## config.mk

```make
export PLATFORM = sky130hd
export DESIGN_NAME = slot_rom_arbiter
export DESIGN_NICKNAME = d
export VERILOG_FILES = /design/src/rtl/slot_arb_pkg.sv /design/src/rtl/slot_addr_decode.sv /design/src/rtl/slot_owner_track.sv /design/src/rtl/slot_src_sel.sv /design/src/rtl/slot_rom_arbiter.sv
export SDC_FILE = /design/constraint.sdc
export NUM_CORES = 1
export LEC_CHECK = 0
export BUFFER_PORTS_ARGS = -buffer_cell sky130_fd_sc_hd__buf_2
export CORE_AREA = 2 2 39 41
export DETAILED_ROUTE_END_ITERATION = 8
export DIE_AREA = 0 0 41 43
export PLACE_DENSITY = 0.57
export REMOVE_ABC_BUFFERS = 1
export SYNTH_ARGS = -nofsm -noshare
export SYNTH_HDL_FRONTEND = slang
export SYNTH_SLANG_ARGS = --single-unit
```

## constraint.sdc

```tcl
create_clock -name clk_i -period 2.3 [get_ports clk_i]
set_input_delay 0.345 -clock clk_i [delete_from_list [all_inputs] [get_ports clk_i]]
set_output_delay 0.345 -clock clk_i [all_outputs]
set_load 0.005 [all_outputs]
```

## src/rtl/slot_arb_pkg.sv

```systemverilog
package slot_arb_pkg;
  typedef enum logic [1:0] {
    SRC_NONE = 2'd0,
    SRC_INT  = 2'd1,
    SRC_CARD = 2'd2,
    SRC_EXP  = 2'd3
  } rom_src_e;
endpackage

```

## src/rtl/slot_addr_decode.sv

```systemverilog
module slot_addr_decode #(
  parameter int ADDR_W   = 16,
  parameter int SLOT_W   = 3,
  parameter int PAGE_LSB = 8
) (
  input  logic [ADDR_W-1:0] addr_i,
  output logic              in_win_o,
  output logic              card_pg_o,
  output logic              rel_o,
  output logic [SLOT_W-1:0] page_slot_o
);
  localparam int PAGE_W = SLOT_W + 1;
  localparam int HI_LSB = PAGE_LSB + PAGE_W;
  localparam int HI_W   = ADDR_W - HI_LSB;
  localparam logic [HI_W-1:0]   WIN_HI  = HI_W'(12);
  localparam logic [HI_LSB-1:0] REL_LOW = '1;

  logic [PAGE_W-1:0] page;

  assign page        = addr_i[PAGE_LSB +: PAGE_W];
  assign in_win_o    = (addr_i[ADDR_W-1:HI_LSB] == WIN_HI) && (page != '0);
  assign card_pg_o   = in_win_o && !page[PAGE_W-1];
  assign rel_o       = in_win_o && (addr_i[HI_LSB-1:0] == REL_LOW);
  assign page_slot_o = page[SLOT_W-1:0];
endmodule

```

## src/rtl/slot_owner_track.sv

```systemverilog
module slot_owner_track #(
  parameter int SLOT_W = 3
) (
  input  logic              clk_i,
  input  logic              rst_ni,
  input  logic              strobe_i,
  input  logic              s3_path_i,
  input  logic              int_cx_i,
  input  logic              card_pg_i,
  input  logic              rel_i,
  input  logic [SLOT_W-1:0] page_slot_i,
  output logic [SLOT_W-1:0] owner_o,
  output logic              int_exp_o
);
  logic [SLOT_W-1:0] owner_q, owner_d;
  logic              int_exp_q, int_exp_d;

  always_comb begin
    owner_d   = owner_q;
    int_exp_d = int_exp_q;
    if (strobe_i) begin
      if (s3_path_i) begin
        int_exp_d = 1'b1;
      end else if (int_cx_i) begin
        // forced internal: state untouched
      end else if (card_pg_i) begin
        owner_d   = page_slot_i;
        int_exp_d = 1'b0;
      end else if (rel_i) begin
        owner_d   = '0;
        int_exp_d = 1'b0;
      end
    end
  end

  always_ff @(posedge clk_i or negedge rst_ni) begin
    if (!rst_ni) begin
      owner_q   <= '0;
      int_exp_q <= 1'b0;
    end else begin
      owner_q   <= owner_d;
      int_exp_q <= int_exp_d;
    end
  end

  assign owner_o   = owner_q;
  assign int_exp_o = int_exp_q;

  a_r4_claim_owner: assert property (@(posedge clk_i) disable iff (!rst_ni)
    (strobe_i && card_pg_i && !s3_path_i && !int_cx_i) |=> (owner_q == $past(page_slot_i)) && !int_exp_q);
  a_r2_hidden_set: assert property (@(posedge clk_i) disable iff (!rst_ni)
    (strobe_i && s3_path_i) |=> int_exp_q);
  a_r3_cx_holds: assert property (@(posedge clk_i) disable iff (!rst_ni)
    (strobe_i && int_cx_i && !s3_path_i) |=> $stable(owner_q) && $stable(int_exp_q));
  a_r5_release_clears: assert property (@(posedge clk_i) disable iff (!rst_ni)
    (strobe_i && rel_i && !int_cx_i) |=> (owner_q == '0) && !int_exp_q);
  a_r8_idle_holds: assert property (@(posedge clk_i) disable iff (!rst_ni)
    !strobe_i |=> $stable(owner_q) && $stable(int_exp_q));
endmodule

```

## src/rtl/slot_src_sel.sv

```systemverilog
module slot_src_sel
  import slot_arb_pkg::*;
#(
  parameter int SLOT_W = 3
) (
  input  logic              strobe_i,
  input  logic              in_win_i,
  input  logic              card_pg_i,
  input  logic              rel_i,
  input  logic              s3_path_i,
  input  logic              int_cx_i,
  input  logic [SLOT_W-1:0] page_slot_i,
  input  logic [SLOT_W-1:0] owner_i,
  input  logic              int_exp_i,
  output rom_src_e          src_o,
  output logic [SLOT_W-1:0] slot_o
);
  always_comb begin
    src_o  = SRC_NONE;
    slot_o = '0;
    if (strobe_i && in_win_i) begin
      if (s3_path_i || int_cx_i) begin
        src_o = SRC_INT;
      end else if (card_pg_i) begin
        src_o  = SRC_CARD;
        slot_o = page_slot_i;
      end else if (rel_i) begin
        // release takes effect on this access
        src_o = SRC_EXP;
      end else if (int_exp_i) begin
        src_o = SRC_INT;
      end else begin
        src_o  = SRC_EXP;
        slot_o = owner_i;
      end
    end
  end

  always_comb begin
    a_r10_slot_zero: assert ((src_o != SRC_NONE && src_o != SRC_INT) || slot_o == '0);
  end
endmodule

```

## src/rtl/slot_rom_arbiter.sv

```systemverilog
module slot_rom_arbiter
  import slot_arb_pkg::*;
#(
  parameter int ADDR_W   = 16,
  parameter int SLOT_W   = 3,
  parameter int INT_SLOT = 3
) (
  input  logic              clk_i,
  input  logic              rst_ni,
  input  logic [ADDR_W-1:0] addr_i,
  input  logic              strobe_i,
  input  logic              slot3_rom_i,
  input  logic              int_cx_i,
  output logic [1:0]        src_o,
  output logic [SLOT_W-1:0] slot_o
);
  localparam logic [SLOT_W-1:0] INT_SLOT_ID = SLOT_W'(INT_SLOT);

  logic              in_win, card_pg, rel, s3_path, int_exp;
  logic [SLOT_W-1:0] page_slot, owner;
  rom_src_e          src;

  slot_addr_decode #(.ADDR_W(ADDR_W), .SLOT_W(SLOT_W), .PAGE_LSB(8)) i_dec (
    .addr_i     (addr_i),
    .in_win_o   (in_win),
    .card_pg_o  (card_pg),
    .rel_o      (rel),
    .page_slot_o(page_slot)
  );

  assign s3_path = card_pg && (page_slot == INT_SLOT_ID) && !slot3_rom_i;

  slot_owner_track #(.SLOT_W(SLOT_W)) i_trk (
    .clk_i      (clk_i),
    .rst_ni     (rst_ni),
    .strobe_i   (strobe_i),
    .s3_path_i  (s3_path),
    .int_cx_i   (int_cx_i),
    .card_pg_i  (card_pg),
    .rel_i      (rel),
    .page_slot_i(page_slot),
    .owner_o    (owner),
    .int_exp_o  (int_exp)
  );

  slot_src_sel #(.SLOT_W(SLOT_W)) i_sel (
    .strobe_i   (strobe_i),
    .in_win_i   (in_win),
    .card_pg_i  (card_pg),
    .rel_i      (rel),
    .s3_path_i  (s3_path),
    .int_cx_i   (int_cx_i),
    .page_slot_i(page_slot),
    .owner_i    (owner),
    .int_exp_i  (int_exp),
    .src_o      (src),
    .slot_o     (slot_o)
  );

  assign src_o = src;

  a_r8_idle_none: assert property (@(posedge clk_i) disable iff (!rst_ni)
    !strobe_i |-> (src_o == SRC_NONE) && (slot_o == '0));
  a_r5_release_src: assert property (@(posedge clk_i) disable iff (!rst_ni)
    (strobe_i && addr_i == 16'hCFFF && !int_cx_i) |-> (src_o == SRC_EXP) && (slot_o == '0));
  a_r3_cx_internal: assert property (@(posedge clk_i) disable iff (!rst_ni)
    (strobe_i && in_win && int_cx_i) |-> (src_o == SRC_INT));
  a_r2_slot3_internal: assert property (@(posedge clk_i) disable iff (!rst_ni)
    (strobe_i && addr_i[15:8] == 8'hC3 && !slot3_rom_i) |-> (src_o == SRC_INT));
  a_r6_hidden_int: assert property (@(posedge clk_i) disable iff (!rst_ni)
    (strobe_i && int_exp && addr_i[15:11] == 5'b11001 && addr_i != 16'hCFFF && !int_cx_i)
      |-> (src_o == SRC_INT));
endmodule

```

# Yosys cells after proc, flatten, opt, wreduce, memory -nomap -nowiden
# Cells that the tools add are included.
word_totals:
  regBits: 4
  latch_bits: 0
  mem_bits_rw: 0
  romBits: 0
  inputBits: 21
  output_inout_bits: 5
  word_cells: 38
  n_memories: 0
classes:
  n_addsub: 0
  n_mul: 0
  n_div: 0
  magnitude_cmp: 0
  n_eq_ne: 4
  n_shift: 0
  n_mux: 16
  bitwise: 2
  n_reduce_logical: 14
op_table:
  columns: ["op", "count"]
  rows:
  - ["two-way mux 3 bit", 7]
  - ["equality test 12 bit, second input constant", 1]
  - ["two-way mux 2 bit", 5]
  - ["logical AND 1 bit", 6]
  - ["equality test 4 bit, second input constant", 1]
  - ["two-way mux 1 bit", 4]
  - ["AND reduction 4 bit", 1]
  - ["nonzero test 4 bit", 1]
  - ["equality test 3 x 2 -> 1 bit, second input constant", 1]
  - ["AND reduction 3 bit", 1]
  - ["nonzero test 3 bit", 1]
  - ["zero test 1 bit", 2]
  - ["inequality test 2 x 1 -> 1 bit, second input constant", 1]
  - ["NOT 1 bit", 2]
  - ["nonzero test 2 bit", 1]
  - ["logical OR 1 bit", 1]

# Longest topological paths before layout
# Gate-level depths: netlist (run 1).
depth:
  ltp_word: 8
  ltp_mapped: 4
  ltp_nobuf: 4

# Cells and area by module
# Synthesis (run 1) repeated with hierarchy kept, for this count alone.
unflattened:
  hier_cells: 48
  hier_area_um2: 394.1
modules_own_cells:
  columns: ["mod", "instances", "cells_per_inst", "area_each_um2"]
  rows:
  - ["slot_owner_track", 1, 19, 190.2]
  - ["slot_addr_decode", 1, 12, 100.1]
  - ["slot_src_sel", 1, 15, 88.8]
  - ["slot_rom_arbiter", 1, 2, 15.0]

# Worst setup path after synthesis (run 1)
# No wires, ideal clock.
synth_timing:
  kind: "in2out"
  start: "input port addr_i[8]"
  end: "output port slot_o[1]"
  arrival_ps: 1621
  required_ps: 1955
  path_slack_ps: 334
  cell_stages: 4
  cell_sequence: "or4_1 and2_4 a2111oi_4 a22o_1"
synth_between:
  elab_chain_len: 8
synth_lines:
  columns: ["item", "line_no", "source"]
  rows:
  - ["start, declared", "slot_rom_arbiter.sv:10", "input logic [ADDR_W-1:0] addr_i,"]
  - ["parallel branches: the longest is 7 deep, another holds equality test 12 bit", null, null]
  - ["two-way mux 3 bit (*)", "slot_src_sel.sv:21", "if (strobe_i && in_win_i) begin"]
  - ["end, declared", "slot_rom_arbiter.sv:15", "output logic [SLOT_W-1:0] slot_o"]
# Mark *: on every way between the ends.

# Worst setup path after layout (run 1)
# Same ends and word-level chain as after synthesis.

==> results of run 1 <==
## cells in the final DEF (no fill, tap or decap), drive strengths merged
| master | n |
|---|---|
| a2111oi | 1 |
| a211oi | 1 |
| a21o | 4 |
| a22o | 1 |
| and2 | 1 |
| and3 | 1 |
| and3b | 1 |
| and4 | 2 |
| and4bb | 1 |
| buf | 27 |
| clkbuf | 3 |
| dfrtp | 4 |
| dlygate4sd3 | 1 |
| inv | 1 |
| mux2 | 1 |
| nand2 | 2 |
| nand3 | 1 |
| nand4 | 2 |
| nand4b | 1 |
| nor2 | 2 |
| nor4 | 1 |
| o21ai | 2 |
| o31a | 2 |
| o31ai | 1 |
| or3 | 1 |
| or4 | 1 |
## flip-flops by register name (all words and copies together) (netlist names)
signal,flops
i_trk.owner_o,3
i_trk.int_exp_o,1
## area by class of cell
type / instances / area [um^2] / area share (%)
multi-input combinational: 30 / 239 / 44.6
timing repair buffer: 28 / 150 / 28.0
sequential: 4 / 100 / 18.7
clock buffer: 3 / 22.5 / 4.21
tap: 16 / 20.0 / 3.74
inverter: 1 / 3.75 / 0.701
## repair_timing
action,CTS,global route
endpoints found under the setup margin,0,2
hold buffers,1,0
endpoints found under the hold margin,4,0
## worst max-delay path by stage
| stage | startpoint | to | slack (ns) | depth (start not counted) |
|---|---|---|---|---|
| 4_1_cts | addr_i[8] | slot_o[1] | 0.08 | 6 |
| 3_5_place_dp | addr_i[8] | slot_o[1] | 0.07 | 6 |
| 5_1_grt | addr_i[8] | slot_o[1] | 0.04 | 6 |
| 2_1_floorplan | addr_i[8] | slot_o[1] | 0.33 | 4 |
| 6_report | addr_i[8] | slot_o[1] | 0.13 | 6 |
| 3_3_place_gp | addr_i[8] | slot_o[1] | 0.09 | 6 |
## kinds of logic after synthesis
kind of cell / Yosys count / share of synthesized area (%)
simple gates: 17 / 33.9
compound gates: 12 / 32.5
flops: 4 / 29.2
mux: 1 / 3.28
buf+inv: 1 / 1.09
## worst max-delay path: stages
cell	delay, ns
buf_2	0.12
or4_1	0.54
and2_4	0.19
a2111oi_4	0.33
a22o_1	0.19
buf_2	0.11
## power by group through the flow
stage,clock [uW],combinational [uW],sequential (uW)
2_1_floorplan,0,15.2,79.6
3_3_place_gp,0,41.1,80.2
3_5_place_dp,0,41.4,80.1
4_1_cts,90.3,43.0,79.3
5_1_grt,93.8,47.9,79.9
6_report,83.3,42.2,79.4
## metal layers
metal,GRT usage (%),up-vias,part of all wire (%)
met5,0,-,0
met4,8.00,0,0
li1,-,207,-
met3,1.57,0,9.6
met2,19.4,16,47
met1,14.4,170,43
## stage by stage
stage               total power (uW)  setup slack, ns  utilization (%)  instances
floorplan                       94.9            0.334                -         35
global placement                 121           0.0857             36.3         78
detailed placement               122           0.0714             36.3         78
CTS                              213           0.0752             38.7         82
global route                     222           0.0367             38.7         82
finish                           205            0.130             38.7         82
==> impl_metrics.json, run 1 <==
{
  "status": "finished, final reports clean",
  "hold_violations": 0,
  "pwr-share-comb_pct": 20.6,
  "end_kind": "primary output",
  "power_switching_share_pct": 22.7,
  "cts_resized": 0,
  "maxCapViolCount": 0,
  "synthArstFlopShare_pct": 100,
  "fp.dieW_um": 41,
  "crit_arrival_ns": 1.82,
  "cts_buffers": 3,
  "dp.final_hpwl_um": 750,
  "io_buffers": 25,
  "drc": 0,
  "power.internal_uw": 158,
  "grt_pass1_vias": 410,
  "wl_um": 878,
  "grt_max_degree": 7,
  "avgViaCountPerCell": 4.79,
  "seq_area_frac_synth_pct": 29.2,
  "fin_setup_tns_ns": 0,
  "worstPathRequired_ns": 1.96,
  "cts_tree": "yes",
  "yosysTopAreaCellShare_pct": 29.2,
  "r2r_cells": 1,
  "synth_most_common_cell": "dfrtp_1",
  "cts.htree.levels": 1,
  "synth_area_um2": 343,
  "hold_ws_ns": 0.448,
  "post_cts_buffers": 0,
  "r2r_slack_ns": 1.56,
  "hp-class": "input pin to asynchronous set/reset pin",
  "n_fill_cell": 151,
  "drive_above_1_share_pct": 56.1,
  "p_leak_uw": 0.000288,
  "grt_usage_pct": 12.2,
  "synth.area.top_cells": "dfrtp_1 (29%), a2111oi_4 (8.0%), a21o_2 (5.1%), o31a_1 (5.1%), a21o_1 (4.4%)",
  "clock_latency_ns": 0.23,
  "routedWlPerCell_um": 10.7,
  "start_kind": "input pin",
  "pwr-share-seq_pct": 38.7,
  "path_class": "input pin to primary output",
  "grt_first_pass_wirelength_um": 1500,
  "synth_ff_type": "dfrtp_1",
  "clock_path_buffers": 2,
  "placed_area_um2": 503,
  "gp_congestion": 0.593,
  "worst_slew_pin_slew_ns": 0.394,
  "clock-root-buffer": "clkbuf_4",
  "synthCells": 35,
  "p_per_area_nw_per_um2": 383,
  "rsz0062_at_grt": "no",
  "fp.dieArea_um2": 1760,
  "rows": 14,
  "slew_headroom_pct": 73.5,
  "io-pin-count": 26,
  "vias": 393,
  "drt-pass1-iter-count": 1,
  "synth_seq_cells": 4,
  "initial_core_util_pct": 24.8,
  "post-route-cell-area_um2": 536,
  "finalClockSkew_ns": 0,
  "cp_max_fo": 4,
  "synth_edf_count": 0,
  "synth.distinct_cells": 25,
  "core_area_um2": 1380,
  "ir_worst_vdd_mv": 0.216,
  "fp.dieH_um": 43,
  "yosysTopAreaCell": "dfrtp_1",
  "antenna_cells": 0,
  "synth.avg_cell_area_um2": 9.80,
  "switching_power_uw": 46.6,
  "fmax_mhz": 461,
  "drtIter0Drc": 0,
  "drt.antenna.violating_nets": 0,
  "nets": 89,
  "drv_slew": 0,
  "syn_to_final_growth_pct": 56.2,
  "fin_crit_ns": 2.17,
  "antenna_found_initial": 0,
  "setup-violations-final": 0,
  "clkPwrFrac_pct": 40.7,
  "cts.clk_slew.worst_paths_ns": 0.03,
  "yosysWarnings": 0,
  "reg2reg_to": "i_trk.owner_o[1]",
  "grt_overflow": 0,
  "fin_crit_sh_pct": 94.3,
  "r2r-start": "i_trk.owner_o[1]",
  "clock_sinks": 4
}
No activity file was read; power rests on OpenSTA's default activity.
==> run 2, diff against run 1 <==
--- a/config.mk
+++ b/config.mk
@@ -7,6 +7,7 @@
 export LEC_CHECK = 0
 export BUFFER_PORTS_ARGS = -buffer_cell sky130_fd_sc_hd__buf_2
 export CORE_AREA = 2 2 39 41
+export CTS_CLUSTER_SIZE = 8
 export DETAILED_ROUTE_END_ITERATION = 8
 export DIE_AREA = 0 0 41 43
 export PLACE_DENSITY = 0.57
==> constraint.sdc (replaced) <==
create_clock -name clk_i -period 2.3 [get_ports clk_i]
set_input_delay 0.115 -clock clk_i [delete_from_list [all_inputs] [get_ports clk_i]]
set_output_delay 0.115 -clock clk_i [all_outputs]
set_load 0.005 [all_outputs]
==> run 2 against run 1 <==
- flip-flop and latch count unchanged
- via count stayed put
- hold slack got worse by 0.23 ns
- non-clock buffer count fell by 1
- sequential power about the same
- critical path type unchanged
==> impl_metrics.json, run 2 (synthesis gave the netlist of run 1 again) <==
{
  "status": "finished, final reports clean",
  "cts_buffers": 3,
  "met2_length_um": 413,
  "drt.antenna.violating_nets": 0,
  "pwr-share-comb_pct": 20.0,
  "antenna_cells": 0,
  "critPathSlowestCell": "or4_1",
  "path_class": "input pin to primary output",
  "vias": 393,
  "fp.dieH_um": 43,
  "drtIter0Drc": 6,
  "nets": 88,
  "p_per_area_nw_per_um2": 386,
  "grt_first_pass_wirelength_um": 1340,
  "pwr-share-seq_pct": 39.0,
  "fmax_mhz": 564,
  "drv_slew": 0,
  "worstPathRequired_ns": 2.18,
  "r2r_slack_ns": 1.55,
  "switching_power_uw": 46.3,
  "critPathTopFamily": "simple AND/OR/NAND/NOR gates",
  "avgViaCountPerCell": 4.85,
  "cp_max_fo": 4,
  "instances_no_fill": 81,
  "setup.worst_path.end": "slot_o[1]",
  "slowest_delay_ns": 0.55,
  "worst_slew_pin_slew_ns": 0.385,
  "maxCapViolCount": 0,
  "io_buffers": 25,
  "preCtsSetupSlack_ns": 0.537,
  "wl_um": 874,
  "crit_arrival_ns": 1.66,
  "finalClockSkew_ns": 0,
  "cts.clk_slew.worst_paths_ns": 0.04,
  "startpoint": "addr_i[8]",
  "end_kind": "primary output",
  "routedWlPerCell_um": 10.8,
  "seq_area_um2": 100,
  "r2r-start": "i_trk.owner_o[1]",
  "r2r_cells": 1,
  "drt-pass1-iter-count": 4,
  "power.internal_uw": 157,
  "core_area_um2": 1380,
  "reg2reg_to": "i_trk.owner_o[1]",
  "clock_path_buffers": 2,
  "clock_sinks": 4,
  "fp.dieW_um": 41,
  "path_cells": "buf_2, or4_1, and2_4, a2111oi_4, a22o_1, buf_2",
  "ir_worst_vdd_mv": 0.208,
  "fp.dieArea_um2": 1760,
  "start_kind": "input pin",
  "antenna_found_initial": 0,
  "final_common_cell": "buf_2",
  "top_layer": "met3",
  "grt_overflow": 0,
  "cts_tree": "yes",
  "fin_crit_sh_pct": 77.1,
  "grt_max_degree": 7,
  "clock_latency_ns": 0.23,
  "gp_congestion": 0.590,
  "power_switching_share_pct": 22.8,
  "met1_length_um": 377,
  "final_cell_mix": "buf_2 (25), dfrtp_1 (4), clkbuf_4 (3)",
  "layout_setup_ws_ns": 0.527,
  "rows": 14,
  "hold_violations": 0,
  "postLayoutCoreUtil_pct": 38.2,
  "n_fill_cell": 150,
  "cts.htree.levels": 1,
  "rsz0062_at_grt": "no",
  "fin_crit_ns": 1.77,
  "grt_usage_pct": 11.1,
  "multiInputGateArea_um2": 239,
  "place_inst": 77,
  "dp.final_hpwl_um": 741,
  "io-pin-count": 26,
  "drive_above_1_share_pct": 55.4,
  "critical_path_depth": 6,
  "slew_headroom_pct": 74.1,
  "grt_pass1_vias": 374,
  "hp-class": "input pin to asynchronous set/reset pin",
  "largest_reg_flops": 3,
  "clkPwrFrac_pct": 40.9,
  "p_leak_uw": 0.000283,
  "wl_met3_um": 83,
  "timing.critical_path.buf_inv": 2,
  "cts_resized": 0,
  "drc": 0,
  "setup-violations-final": 0,
  "initial_core_util_pct": 24.8,
  "syn_to_final_growth_pct": 54.0,
  "fin_setup_tns_ns": 0,
  "crit_top_cell": "buf_2",
  "clock-root-buffer": "clkbuf_4"
}
-- run 2: changes by cell type in the layout (fill, tap and decap cells not counted) --
cell   delta
buf_4     -1
-- run 2: how the worst min path moves through the flow --
stage	cells past startpoint	from	to	slack [ns]
finish	2	rst_ni	i_trk.owner_o[1]	0.22
global route	2	rst_ni	i_trk.owner_o[1]	0.23
CTS	2	rst_ni	i_trk.owner_o[1]	0.21
detailed placement	1	rst_ni	i_trk.owner_o[1]	-0.08
global placement	1	rst_ni	i_trk.owner_o[1]	-0.08
floorplan	0	rst_ni	i_trk.int_exp_o	-0.18
-- run 2: final cells by class --
class | instances | share of cell area, %
Sequential cell | 4 | 19.0
Timing Repair Buffer | 27 | 27.0
Multi-Input combinational cell | 30 | 45.3
Tap cell | 16 | 3.79
Clock buffer | 3 | 4.27
Inverter | 1 | 0.711
-- run 2: power by group through the flow --
| stage | clock [uW] | combinational [uW] | sequential [uW] |
|---|---|---|---|
| floorplan | 0 | 15.2 | 79.6 |
| global placement | 0 | 39.6 | 80.2 |
| detailed placement | 0 | 40.0 | 80.1 |
| CTS | 90.3 | 41.5 | 79.3 |
| global route | 93.5 | 46.0 | 79.9 |
| finish | 83.3 | 40.8 | 79.5 |
-- run 2: metal layers --
metal	global-route usage (%)	vias to the layer above
li1	-	205
met2	18.4	16
met3	1.57	0
met5	0	-
met1	11.8	172
met4	8.00	0
-- run 2: what timing repair did --
action                                  CTS  global route
setup buffers                             0             0
endpoints found under the setup margin    0             0
hold endpoints to repair                  4             0
hold buffers                              1             0
-- run 2: stage by stage --
| step | hold slack (ns) | instance area (um^2) | power [uW] |
|---|---|---|---|
| after global placement | -0.0787 | 495 | 120 |
| after CTS | 0.205 | 528 | 211 |
| final | 0.215 | 528 | 204 |
| after floorplan | -0.181 | 343 | 94.9 |
| after detailed placement | -0.0781 | 495 | 120 |
| after global routing | 0.226 | 528 | 219 |
==> run 3, diff against run 2 <==
==> constraint.sdc (replaced) <==
create_clock -name clk_i -period 1.7 [get_ports clk_i]
set_input_delay 0.085 -clock clk_i [delete_from_list [all_inputs] [get_ports clk_i]]
set_output_delay 0.085 -clock clk_i [all_outputs]
set_load 0.005 [all_outputs]
==> run 3 against run 2 <==
- clock power increased by 32%
- clock skew did not move
- sequential power grew 36%
- highest routed layer unchanged
==> impl_metrics.json, run 3 (synthesis gave the netlist of run 1 again) <==
{
  "status": "finished, final reports clean",
  "postLayoutCoreUtil_pct": 42.0,
  "cts.htree.levels": 1,
  "rows": 14,
  "core_area_um2": 1380,
  "clock_latency_ns": 0.22,
  "p_per_area_nw_per_um2": 487,
  "cts.clk_slew.worst_paths_ns": 0.03,
  "clock_path_buffers": 2,
  "crit_arrival_ns": 1.56,
  "fp.dieH_um": 43,
  "syn_to_final_growth_pct": 69.7,
  "largest_reg_flops": 3,
  "avgViaCountPerCell": 4.99,
  "cts_tree": "yes",
  "slowest_delay_ns": 0.53,
  "nets": 93,
  "initial_core_util_pct": 24.8,
  "drive_above_1_share_pct": 60.0,
  "ir_worst_vdd_mv": 0.279,
  "rsz0062_at_grt": "yes",
  "io-pin-count": 26,
  "grt_max_degree": 7,
  "worst_slew_pin_slew_ns": 0.375,
  "drt.antenna.violating_nets": 0,
  "antenna_found_initial": 0,
  "cp_max_fo": 3,
  "fp.dieW_um": 41,
  "wl_um": 1010,
  "grt_first_pass_wirelength_um": 1410,
  "antenna_cells": 0,
  "slew_headroom_pct": 74.8,
  "drv_slew": 0,
  "grt_overflow": 0,
  "final_common_cell": "buf_2",
  "end_kind": "primary output",
  "placed_area_um2": 526,
  "dp.final_hpwl_um": 821,
  "gp_congestion": 0.613,
  "clock_sinks": 4,
  "setup-violations-final": 0,
  "start_kind": "input pin",
  "grt_usage_pct": 11.7,
  "drtIter0Drc": 2,
  "grt_pass1_vias": 393,
  "fp.dieArea_um2": 1760,
  "final_cell_mix": "buf_2 (23), buf_4 (6), dfrtp_1 (4), clkbuf_4 (3)",
  "clock-root-buffer": "clkbuf_4",
  "fin_crit_ns": 1.64,
  "r2r_cells": 1,
  "hp-class": "input pin to asynchronous set/reset pin",
  "io_buffers": 25,
  "worstPathRequired_ns": 1.62,
  "layout_setup_ws_ns": 0.0595,
  "vias": 429,
  "p_leak_uw": 0.000312,
  "path_cells": "buf_6, or4_4, and2_4, a2111oi_4, a22o_1, buf_2",
  "preCtsSetupSlack_ns": 0.00166,
  "maxCapViolCount": 0,
  "fin_crit_sh_pct": 96.5,
  "cts_buffers": 3,
  "post-route-cell-area_um2": 582,
  "hold_violations": 0,
  "fin_setup_tns_ns": 0,
  "r2r_slack_ns": 0.94,
  "fmax_mhz": 610,
  "path_class": "input pin to primary output",
  "n_fill_cell": 144,
  "drt-pass1-iter-count": 2,
  "critPathSlowestCell": "or4_4",
  "place_inst": 81,
  "instances_no_fill": 86,
  "finalClockSkew_ns": 0,
  "drc": 0,
  "routedWlPerCell_um": 11.7
}
-- run 3: changes by cell type in the layout (fill, tap and decap cells not counted), sizes merged --
cell	change
buf	+5
-- run 3: where the power goes --
group	internal, uW	switching [uW]	total [uW]
sequential	103	4.37	108
clock	78.4	31.4	110
combinational	39.3	26.9	66.2
total	221	62.7	284
-- run 3: repair_timing --
action / in CTS / in global routing
endpoints found under the setup margin: 1 / 1
hold buffers: 1 / 0
endpoints found under the hold margin: 4 / 0
pin swaps: 2 / 5
resized for setup: 0 / 3
buffers inserted: 0 / 1
-- run 3: worst max-delay path: cells and delay by family --
| family | cells | cell delay (ns) |
|---|---|---|
| AOI/OAI and AO/OA | 2 | 0.57 |
| buffers and inverters | 2 | 0.20 |
| and+or+nand+nor | 2 | 0.70 |
-- run 3: area by class of cell --
class	count	area (um^2)	area share, %
Inverter	1	3.75	0.645
Clock buffer	3	22.5	3.87
Timing Repair Buffer	32	193	33.1
Tap cell	16	20.0	3.44
Sequential cell	4	100	17.2
Multi-Input combinational cell	30	243	41.7
-- run 3: final timing paths --
| kind | startpoint | end |
|---|---|---|
| min in group clk_i | strobe_i | i_trk.int_exp_o |
| worst max-delay path | addr_i[9] | slot_o[1] |
| worst min register to register | i_trk.owner_o[0] | i_trk.owner_o[0] |
| max in group asynchronous | rst_ni | i_trk.owner_o[1] |
| worst max register to register | i_trk.owner_o[1] | i_trk.owner_o[1] |
| worst min-delay path | rst_ni | i_trk.owner_o[2] |
-- run 3: layer usage --
| metal | vias up | GRT usage [%] | share of wire [%] |
|---|---|---|---|
| li1 | 214 | - | - |
| met1 | 199 | 12.4 | 40 |
| met2 | 16 | 20.6 | 52 |
| met3 | 0 | 1.57 | 7.6 |
| met4 | 0 | 6.00 | 0 |
| met5 | - | 0 | 0 |
-- run 3: per-stage QoR --
step           power [uW]  hold slack (ns)
6_report              284            0.193
3_5_place_dp          169           -0.105
3_3_place_gp          168           -0.109
2_1_floorplan         128           -0.211
4_1_cts               287            0.185
5_1_grt               302            0.208
